==> src/rtl/cal_pkg.sv <==
package cal_pkg;
  localparam int ASYNC_W = 7;
  localparam int SYNC_W  = 15;
  localparam int TIME_W  = 22;
  localparam int DATE_W  = 24;
  localparam logic [TIME_W-1:0] TIME_MASK = 22'h3F7F7F;
  localparam logic [DATE_W-1:0] DATE_MASK = 24'hFFFF3F;

  function automatic logic [7:0] inc8(input logic [7:0] v);
    return (v[3:0] >= 4'd9) ? {v[7:4] + 4'd1, 4'd0} : {v[7:4], v[3:0] + 4'd1};
  endfunction

  function automatic logic [6:0] inc7(input logic [6:0] v);
    return (v[3:0] >= 4'd9) ? {v[6:4] + 3'd1, 4'd0} : {v[6:4], v[3:0] + 4'd1};
  endfunction

  function automatic logic [5:0] inc6(input logic [5:0] v);
    return (v[3:0] >= 4'd9) ? {v[5:4] + 2'd1, 4'd0} : {v[5:4], v[3:0] + 4'd1};
  endfunction

  function automatic logic [4:0] inc5(input logic [4:0] v);
    return (v[3:0] >= 4'd9) ? {v[4] + 1'b1, 4'd0} : {v[4], v[3:0] + 4'd1};
  endfunction

  // divisible by 4 on a BCD pair: even tens -> 0/4/8, odd tens -> 2/6
  function automatic logic leap_yr(input logic [7:0] yr);
    if (yr[4]) return (yr[3:0] == 4'd2) || (yr[3:0] == 4'd6);
    else       return (yr[3:0] == 4'd0) || (yr[3:0] == 4'd4) || (yr[3:0] == 4'd8);
  endfunction

  function automatic logic [5:0] last_day(input logic [4:0] mon, input logic [7:0] yr);
    case (mon)
      5'h02:                      return leap_yr(yr) ? 6'h29 : 6'h28;
      5'h04, 5'h06, 5'h09, 5'h11: return 6'h30;
      default:                    return 6'h31;
    endcase
  endfunction
endpackage

==> src/rtl/cal_divider.sv <==
module cal_divider #(
  parameter int W = 7
) (
  input  logic         clk_i,
  input  logic         rst_ni,
  input  logic         en_i,
  input  logic         hold_i,
  input  logic [W-1:0] reload_i,
  output logic         wrap_o
);
  logic [W-1:0] cnt_q;

  assign wrap_o = en_i && !hold_i && (cnt_q >= reload_i);

  always_ff @(posedge clk_i or negedge rst_ni) begin
    if (!rst_ni)     cnt_q <= '0;
    else if (hold_i) cnt_q <= '0;
    else if (wrap_o) cnt_q <= '0;
    else if (en_i)   cnt_q <= cnt_q + 1'b1;
  end
endmodule

==> src/rtl/cal_time.sv <==
module cal_time
  import cal_pkg::*;
(
  input  logic              clk_i,
  input  logic              rst_ni,
  input  logic              load_i,
  input  logic [TIME_W-1:0] load_val_i,
  input  logic              tick_i,
  output logic [TIME_W-1:0] time_o,
  output logic              day_o
);
  logic [TIME_W-1:0] time_q;
  logic [6:0] sec, mnt, sec_n, mnt_n;
  logic [5:0] hr, hr_n;
  logic sec_wrap, mnt_wrap, hr_wrap;

  assign sec = time_q[6:0];
  assign mnt = time_q[14:8];
  assign hr  = time_q[21:16];

  assign sec_wrap = sec >= 7'h59;
  assign mnt_wrap = mnt >= 7'h59;
  assign hr_wrap  = hr  >= 6'h23;
  assign day_o    = tick_i && sec_wrap && mnt_wrap && hr_wrap;

  always_comb begin
    sec_n = sec_wrap ? 7'h00 : inc7(sec);
    mnt_n = mnt;
    hr_n  = hr;
    if (sec_wrap) begin
      mnt_n = mnt_wrap ? 7'h00 : inc7(mnt);
      if (mnt_wrap) hr_n = hr_wrap ? 6'h00 : inc6(hr);
    end
  end

  always_ff @(posedge clk_i or negedge rst_ni) begin
    if (!rst_ni)     time_q <= '0;
    else if (load_i) time_q <= load_val_i & TIME_MASK;
    else if (tick_i) time_q <= {hr_n, 1'b0, mnt_n, 1'b0, sec_n};
  end

  assign time_o = time_q;
endmodule

==> src/rtl/cal_date.sv <==
module cal_date
  import cal_pkg::*;
(
  input  logic              clk_i,
  input  logic              rst_ni,
  input  logic              load_i,
  input  logic [DATE_W-1:0] load_val_i,
  input  logic              day_i,
  output logic [DATE_W-1:0] date_o
);
  logic [DATE_W-1:0] date_q;
  logic [5:0] day, day_n;
  logic [4:0] mon, mon_n;
  logic [2:0] wd, wd_n;
  logic [7:0] yr, yr_n;
  logic month_end, year_end;

  assign day = date_q[5:0];
  assign mon = date_q[12:8];
  assign wd  = date_q[15:13];
  assign yr  = date_q[23:16];

  assign month_end = day >= last_day(mon, yr);
  assign year_end  = mon >= 5'h12;

  always_comb begin
    day_n = month_end ? 6'h01 : inc6(day);
    mon_n = mon;
    yr_n  = yr;
    wd_n  = (wd >= 3'd7) ? 3'd1 : wd + 3'd1;
    if (month_end) begin
      mon_n = year_end ? 5'h01 : inc5(mon);
      if (year_end) yr_n = (yr >= 8'h99) ? 8'h00 : inc8(yr);
    end
  end

  always_ff @(posedge clk_i or negedge rst_ni) begin
    if (!rst_ni)     date_q <= '0;
    else if (load_i) date_q <= load_val_i & DATE_MASK;
    else if (day_i)  date_q <= {yr_n, wd_n, mon_n, 2'b00, day_n};
  end

  assign date_o = date_q;
endmodule

==> src/rtl/bcd_calendar.sv <==
module bcd_calendar
  import cal_pkg::*;
(
  input  logic               clk_i,
  input  logic               rst_ni,
  input  logic               rtc_en_i,
  input  logic               init_i,
  input  logic [ASYNC_W-1:0] async_rld_i,
  input  logic [SYNC_W-1:0]  sync_rld_i,
  input  logic               time_wr_i,
  input  logic [TIME_W-1:0]  time_i,
  input  logic               date_wr_i,
  input  logic [DATE_W-1:0]  date_i,
  output logic               tick_o,
  output logic [TIME_W-1:0]  time_o,
  output logic [DATE_W-1:0]  date_o
);
  logic async_wrap, sync_wrap, day_step;

  cal_divider #(.W(ASYNC_W)) u_async (
    .clk_i, .rst_ni, .en_i(rtc_en_i), .hold_i(init_i),
    .reload_i(async_rld_i), .wrap_o(async_wrap)
  );

  cal_divider #(.W(SYNC_W)) u_sync (
    .clk_i, .rst_ni, .en_i(async_wrap), .hold_i(init_i),
    .reload_i(sync_rld_i), .wrap_o(sync_wrap)
  );

  assign tick_o = sync_wrap;

  cal_time u_time (
    .clk_i, .rst_ni, .load_i(init_i && time_wr_i), .load_val_i(time_i),
    .tick_i(sync_wrap), .time_o, .day_o(day_step)
  );

  cal_date u_date (
    .clk_i, .rst_ni, .load_i(init_i && date_wr_i), .load_val_i(date_i),
    .day_i(day_step), .date_o
  );
endmodule

==> config.mk <==
export PLATFORM = sky130hd
export DESIGN_NAME = bcd_calendar
export DESIGN_NICKNAME = d
export VERILOG_FILES = /design/src/rtl/cal_pkg.sv /design/src/rtl/cal_divider.sv /design/src/rtl/cal_time.sv /design/src/rtl/cal_date.sv /design/src/rtl/bcd_calendar.sv
export SDC_FILE = /design/constraint.sdc
export NUM_CORES = 1
export LEC_CHECK = 0
export BUFFER_PORTS_ARGS = -buffer_cell sky130_fd_sc_hd__buf_2
export CORE_ASPECT_RATIO = 1.75
export CORE_MARGIN = 3
export CORE_UTILIZATION = 50
export CTS_BUF_LIST = sky130_fd_sc_hd__clkbuf_4 sky130_fd_sc_hd__clkbuf_8 sky130_fd_sc_hd__clkbuf_16
export CTS_CLUSTER_SIZE = 14
export DETAILED_ROUTE_END_ITERATION = 10
export PLACE_DENSITY_LB_ADDON = 0.15
export SETUP_SLACK_MARGIN = 0.5
export SLEW_MARGIN = 25
export SYNTH_ARGS = -nofsm -noshare
export SYNTH_HDL_FRONTEND = slang
export SYNTH_HIERARCHICAL = 1
export SYNTH_SLANG_ARGS = --single-unit
export TNS_END_PERCENT = 30
==> constraint.sdc <==
create_clock -name clk_i -period 4.51 [get_ports clk_i]
set_input_delay 0.6765 -clock clk_i [delete_from_list [all_inputs] [get_ports clk_i]]
set_output_delay 0.6765 -clock clk_i [all_outputs]
set_load 0.005 [all_outputs]
Yosys cells after proc, flatten, opt, wreduce, memory -nomap -nowiden
Cells that the tools add are included.
{ "word_totals": {"ff_bits": 68, "input_bits": 74, "word_cells": 125} }
{ "classes": {"addsub": 15, "n_lt_le_gt_ge": 15, "eq_ne": 9, "mux": 33, "n_reduce_logical": 39} }
{ "op_table": {"columns": ["operator", "n"], "rows": [
  ["two-way mux 7 bit", 8],
  ["two-way mux 24 bit", 2],
  ["two-way mux 15 bit", 3],
  ["two-way mux 22 bit", 2],
  ["two-way mux 6 bit", 6],
  ["two-way mux 8 bit", 4],
  ["adder 4 x 1 -> 4 bit (second input constant)", 7],
  ["greater-or-equal comparator 4 bit (second input constant)", 6],
  ["nonzero test 3 bit", 8],
  ["adder 15 x 1 -> 15 bit (second input constant)", 1],
  ["greater-or-equal comparator 15 bit", 1],
  ["two-way mux 5 bit", 3],
  ["greater-or-equal comparator 7 bit (second input constant)", 2],
  ["case mux 6 bit (2 select lines)", 1],
  ["AND reduction 3 bit", 4],
  ["nonzero test 2 bit", 6],
  ["equality test 5 x 3 -> 1 bit (second input constant)", 2],
  ["adder 3 x 1 -> 3 bit (second input constant)", 3],
  ["logical AND 1 bit", 9],
  ["equality test 4 x 3 -> 1 bit (second input constant)", 2],
  ["greater-or-equal comparator 8 bit (second input constant)", 1],
  ["AND reduction 2 bit", 4],
  ["AND reduction 4 bit", 2],
  ["adder 7 x 1 -> 7 bit (second input constant)", 1],
  ["18 further kinds", 23]
]} }

Longest topological paths before layout
{ "depth": {"word_depth": 11, "mapped_depth": 16} }

By module
The synthesis kept the hierarchy.
{ "by_module_without_submodules": {"columns": ["mod", "instances", "cells_each", "area_each_um2"], "rows": [
  ["cal_date", 1, 184, 1702.9],
  ["cal_time", 1, 170, 1530.2],
  ["cal_divider at u_sync", 1, 161, 1290.0],
  ["cal_divider at u_async", 1, 59, 555.5],
  ["bcd_calendar", 1, 2, 12.5]
]} }

Worst setup path before layout
Ideal clock, no wire load.
{ "synth_timing": {"path_type": "input -> register", "from": "input sync_rld_i[6]", "to": "register u_date.date_q[20] (netlist: u_date/date_o[20])", "setup_time_ns": 0.125, "arrival_ns": 3.827, "t_required_ns": 4.385, "slack_ns": 0.558, "stages": 16, "n_path_buf": 3, "cell_sequence": "inv_1 > ha_1 > nand4_1 > a21oi_1 > o21ai_0 > buf_2 > buf_2 > a311oi_1 > nand3_4 > nor3_1 > buf_2 > and4_1 > a32o_2 > nor2_8 > nor3_4 > mux2_4"} }
{ "synth_via": {"elab_chain_len": 7} }
{ "synth_lines": {"columns": ["item", "line", "rtl"], "rows": [
  ["from (decl)", "bcd_calendar.sv:9", "input logic [SYNC_W-1:0] sync_rld_i,"],
  ["greater-or-equal comparator 15 bit", "cal_divider.sv:13", "assign wrap_o = en_i && !hold_i && (cnt_q >= reload_i);"],
  ["logical AND 1 bit", "cal_divider.sv:13", null],
  ["via tick_o", "bcd_calendar.sv:14", "output logic tick_o,"],
  ["logical AND 1 bit (3 in series)", "cal_time.sv:24", "assign day_o = tick_i && sec_wrap && mnt_wrap && hr_wrap;"],
  ["via day_step", "bcd_calendar.sv:18", "logic async_wrap, sync_wrap, day_step;"],
  ["nonzero test 2 bit (no line)", null, null],
  ["AND reduction 4 bit (no line)", null, null],
  ["to (signal assigned)", "cal_date.sv:39", "else if (load_i) date_q <= load_val_i & DATE_MASK;"],
  ["to (signal assigned)", "cal_date.sv:40", "else if (day_i) date_q <= {yr_n, wd_n, mon_n, 2'b00, day_n};"],
  ["to (decl)", "cal_date.sv:11", "logic [DATE_W-1:0] date_q;"]
]} }
The timed path passes the listed nets, and every way through them passes these cells.
A chain may end at the register's enable or synchronous reset.

Final worst setup path
{ "layout_timing": {"from": "register u_async.cnt_q[5]", "to": "register u_date.date_q[21] (netlist: u_date/date_o[21])"} }
{ "layout_via": {"elab_chain_len": 9} }
{ "layout_lines": {"columns": ["item", "line", "rtl"], "rows": [
  ["from (decl)", "cal_divider.sv:11", "logic [W-1:0] cnt_q;"],
  ["from (signal assigned)", "cal_divider.sv:19", "else if (en_i) cnt_q <= cnt_q + 1'b1;"],
  ["greater-or-equal comparator 7 bit", "cal_divider.sv:13", null],
  ["logical AND 1 bit", "cal_divider.sv:13", null],
  ["via async_wrap", "bcd_calendar.sv:18", null],
  ["logical AND 1 bit (2 in series)", "cal_divider.sv:13", null],
  ["logical AND 1 bit (3 in series)", "cal_time.sv:24", null],
  ["via day_step", "bcd_calendar.sv:18", null],
  ["nonzero test 2 bit (no line)", null, null],
  ["AND reduction 4 bit (no line)", null, null]
]} }
The timed path passes the listed nets, and every way through them passes these cells.

==> flow_summary.yaml <==
floorplan:
  dieArea_um2: 11480
  coreArea_um2: 9910
  initial_core_util_pct: 51.38
  io_pins: 121
  die_w_um: 82.28
  num_rows: 48
  dieHeight_um: 139.5
setup_path:
  worstSetupPathType: "reg2reg"
  worst-endpoint-arrival_ns: 3.79
  cp_max_fo: 9
  required_ns: 4.72
  start_kind: "flop"
  cp-end-kind: "flop"
cts:
  cts_inserted_buffers: 9
  worstSkewPairLatency_ns: 0.33
  cts_max_level: 3
  ctsLongestPathBuffers: 2
  clock_sinks: 64
  clockRootBuffer: "clkbuf_16"
  path_clk_slew_ns: 0.05
  cts_tree: "built"
timing:
  worstMarginPinSlew_ns: 0.8358
  setup_tns_ns: 0
  rsz0062_at_grt: "no"
  finalCritPeriodShare_pct: 79.39
  slew_violations: 0
  finalSetupViolCount: 0
  final-hold-violation-count: 0
  min_period_ns: 3.580
  fin_ws_ns: 0.9297
  finClkSkew_ns: 0.005881
  whs_ns: 0.4387
  fmax_mhz: 279.3
  maxSlewHeadroom_pct: 44.18
final_layout:
  final_cells: 818
  multiInputGateArea_um2: 3174
  n_antenna_cell: 0
  area_growth_pct: 19.24
  regArea_um2: 1602
  design_area_um2: 6071
  num-nets-final: 820
  drive_gt1_share_pct: 24.96
  fill_cells: 929
  fin_util_pct: 61.26
grt:
  grt_use_total_pct: 23.42
  antenna_found_initial: 0
  grt_max_degree: 42
  grt_pass1_wl_um: 21290
  grt_pass1_vias: 4839
  overflow: 0
pwr:
  finalPower_mw: 2.228
  p_leak_nw: 2.898
  peakVddDrop_mv: 0.2925
  p_per_area_nw_per_um2: 367.0
synth:
  ys_ff_latch: 64
  synth_most_common_cell: "dfrtp_1"
  synth_edf_count: 0
  synth_area_leader_cell: "dfrtp_1"
  yosys-top-cells-count: "dfrtp_1, ha_1, inv_1, nand2_1, o21ai_0"
  synth.area.top_cells: "dfrtp_1, ha_1, inv_1"
  yosysWarnings: 6
  ys_seq_area_share_pct: 31.46
  synth_area_um2: 5091
  synth_top_area_share_pct: 31.46
  avgSynthCellArea_um2: 8.839
  netlist_instances: 576
  async_reset_ff_share_pct: 100.0
  synth_cell_types: 84
  synth_ff_type: "dfrtp_1"
drt:
  drc_errors: 0
  vias: 4765
  ant_nets: 0
  drt-wirelength-per-cell_um: 15.85
  drt_pass1_iterations: 4
  finalWirelength_um: 12960
  drt-initial-drc-count: 212
  via_per_inst: 5.825
place:
  detailed_place.area_um2: 5756
  io_buffers: 112
  globalplace.congestion: 0.8163
  hpwlAfterDp_um: 9889
  dp_worst_setup_slack_ns: 0.4191
  placed_cells: 801
run:
  maxCapViolations: 0
run_status:
  status: "completed"
worst_hold_path:
  hold_class: "in2async"
==> cell families after synthesis <==
group | Yosys count | share of synthesized area, %
buffers and inverters | 77 | 6.463
XOR/XNOR | 2 | 0.3441
other | 2 | 0.1475
AO/OA/AOI/OAI | 173 | 24.63
flip-flops | 64 | 31.46
multiplexers | 6 | 1.499
AND/OR/NAND/NOR | 194 | 21.21
adder cells (fa/ha/maj) | 58 | 14.25
==> layout make-up <==
type | instances | area share, %
Clock buffer | 13 | 4.411
Clock inverter | 3 | 0.6595
Inverter | 56 | 3.462
Multi-Input combinational cell | 437 | 52.29
Sequential cell | 64 | 26.38
Tap cell | 125 | 2.576
Timing Repair Buffer | 120 | 10.22
==> placed cells by master, fill, tap and decap left out, drive strengths merged, types with 4 or more instances in the layout <==
master / instances
nor2b: 4
and2: 8
a31oi: 21
o21ai: 43
a21o: 7
nand3b: 4
buf: 120
nand3: 27
a22o: 7
and3: 7
a21oi: 27
a22oi: 6
a32oi: 7
nor4: 6
mux2: 4
clkbuf: 13
o311ai: 5
nand2: 49
dfrtp: 64
inv: 55
a211oi: 6
o211ai: 5
ha: 58
nor2: 37
a221o: 4
nand2b: 9
nand4: 8
conb: 4
nor3: 11
a221oi: 4
o31ai: 5
==> critical path, cell delays in order, from the launching register on <==
cell      delay (ns)
dfrtp_1         0.43
ha_1            0.35
and4_1          0.24
a21oi_1         0.07
nor2_1          0.22
inv_1           0.12
a311oi_2        0.19
buf_4           0.18
nand3_4         0.10
nor3_1          0.22
buf_4           0.22
a32o_2          0.40
nor2_8          0.07
nor3_4          0.32
mux2_4          0.33
==> registers in the layout, indices dropped and copies added, names as in the netlist <==
register / flops
u_date/date_o: 22
u_sync/cnt_q: 15
u_async/cnt_q: 7
u_time/time_o: 20
==> power breakdown <==
group	internal [mW]	total [mW]	leakage, nW	switching (mW)
clock	0.468	0.721	0.156	0.252
combinational	0.321	0.682	1.94	0.361
sequential	0.668	0.825	0.806	0.157
==> worst paths after layout <==
check	from	to	slack (ns)	cells after the start
setup reg to reg	u_async/cnt_q[5]$_DFFE_PN0P_	u_date/date_o[21]$_DFFE_PN0P_	0.93	14
max in group asynchronous	rst_ni	u_sync/cnt_q[8]$_DFFE_PN0P_	3.12	2
setup / recovery	u_async/cnt_q[5]$_DFFE_PN0P_	u_date/date_o[21]$_DFFE_PN0P_	0.93	14
hold / removal	rst_ni	u_async/cnt_q[3]$_DFFE_PN0P_	0.44	1
min in group clk_i	u_async/cnt_q[6]$_DFFE_PN0P_	u_async/cnt_q[6]$_DFFE_PN0P_	0.54	1
hold reg to reg	u_async/cnt_q[6]$_DFFE_PN0P_	u_async/cnt_q[6]$_DFFE_PN0P_	0.54	1
==> routing by layer <==
layer	GRT usage [%]	vias up	wire, um
li1	-	2348	-
met1	25.04	2271	4964
met3	3.044	28	530
met5	0	-	0
met2	42.22	118	7045
met4	12.96	0	421
==> what timing repair did <==
item	4_1_cts	5_1_grt
endpoints found under the setup margin	0	3
gates resized for setup	0	0
hold buffers	0	0
setup buffers	0	1
No activity file was read; power rests on OpenSTA's default activity.
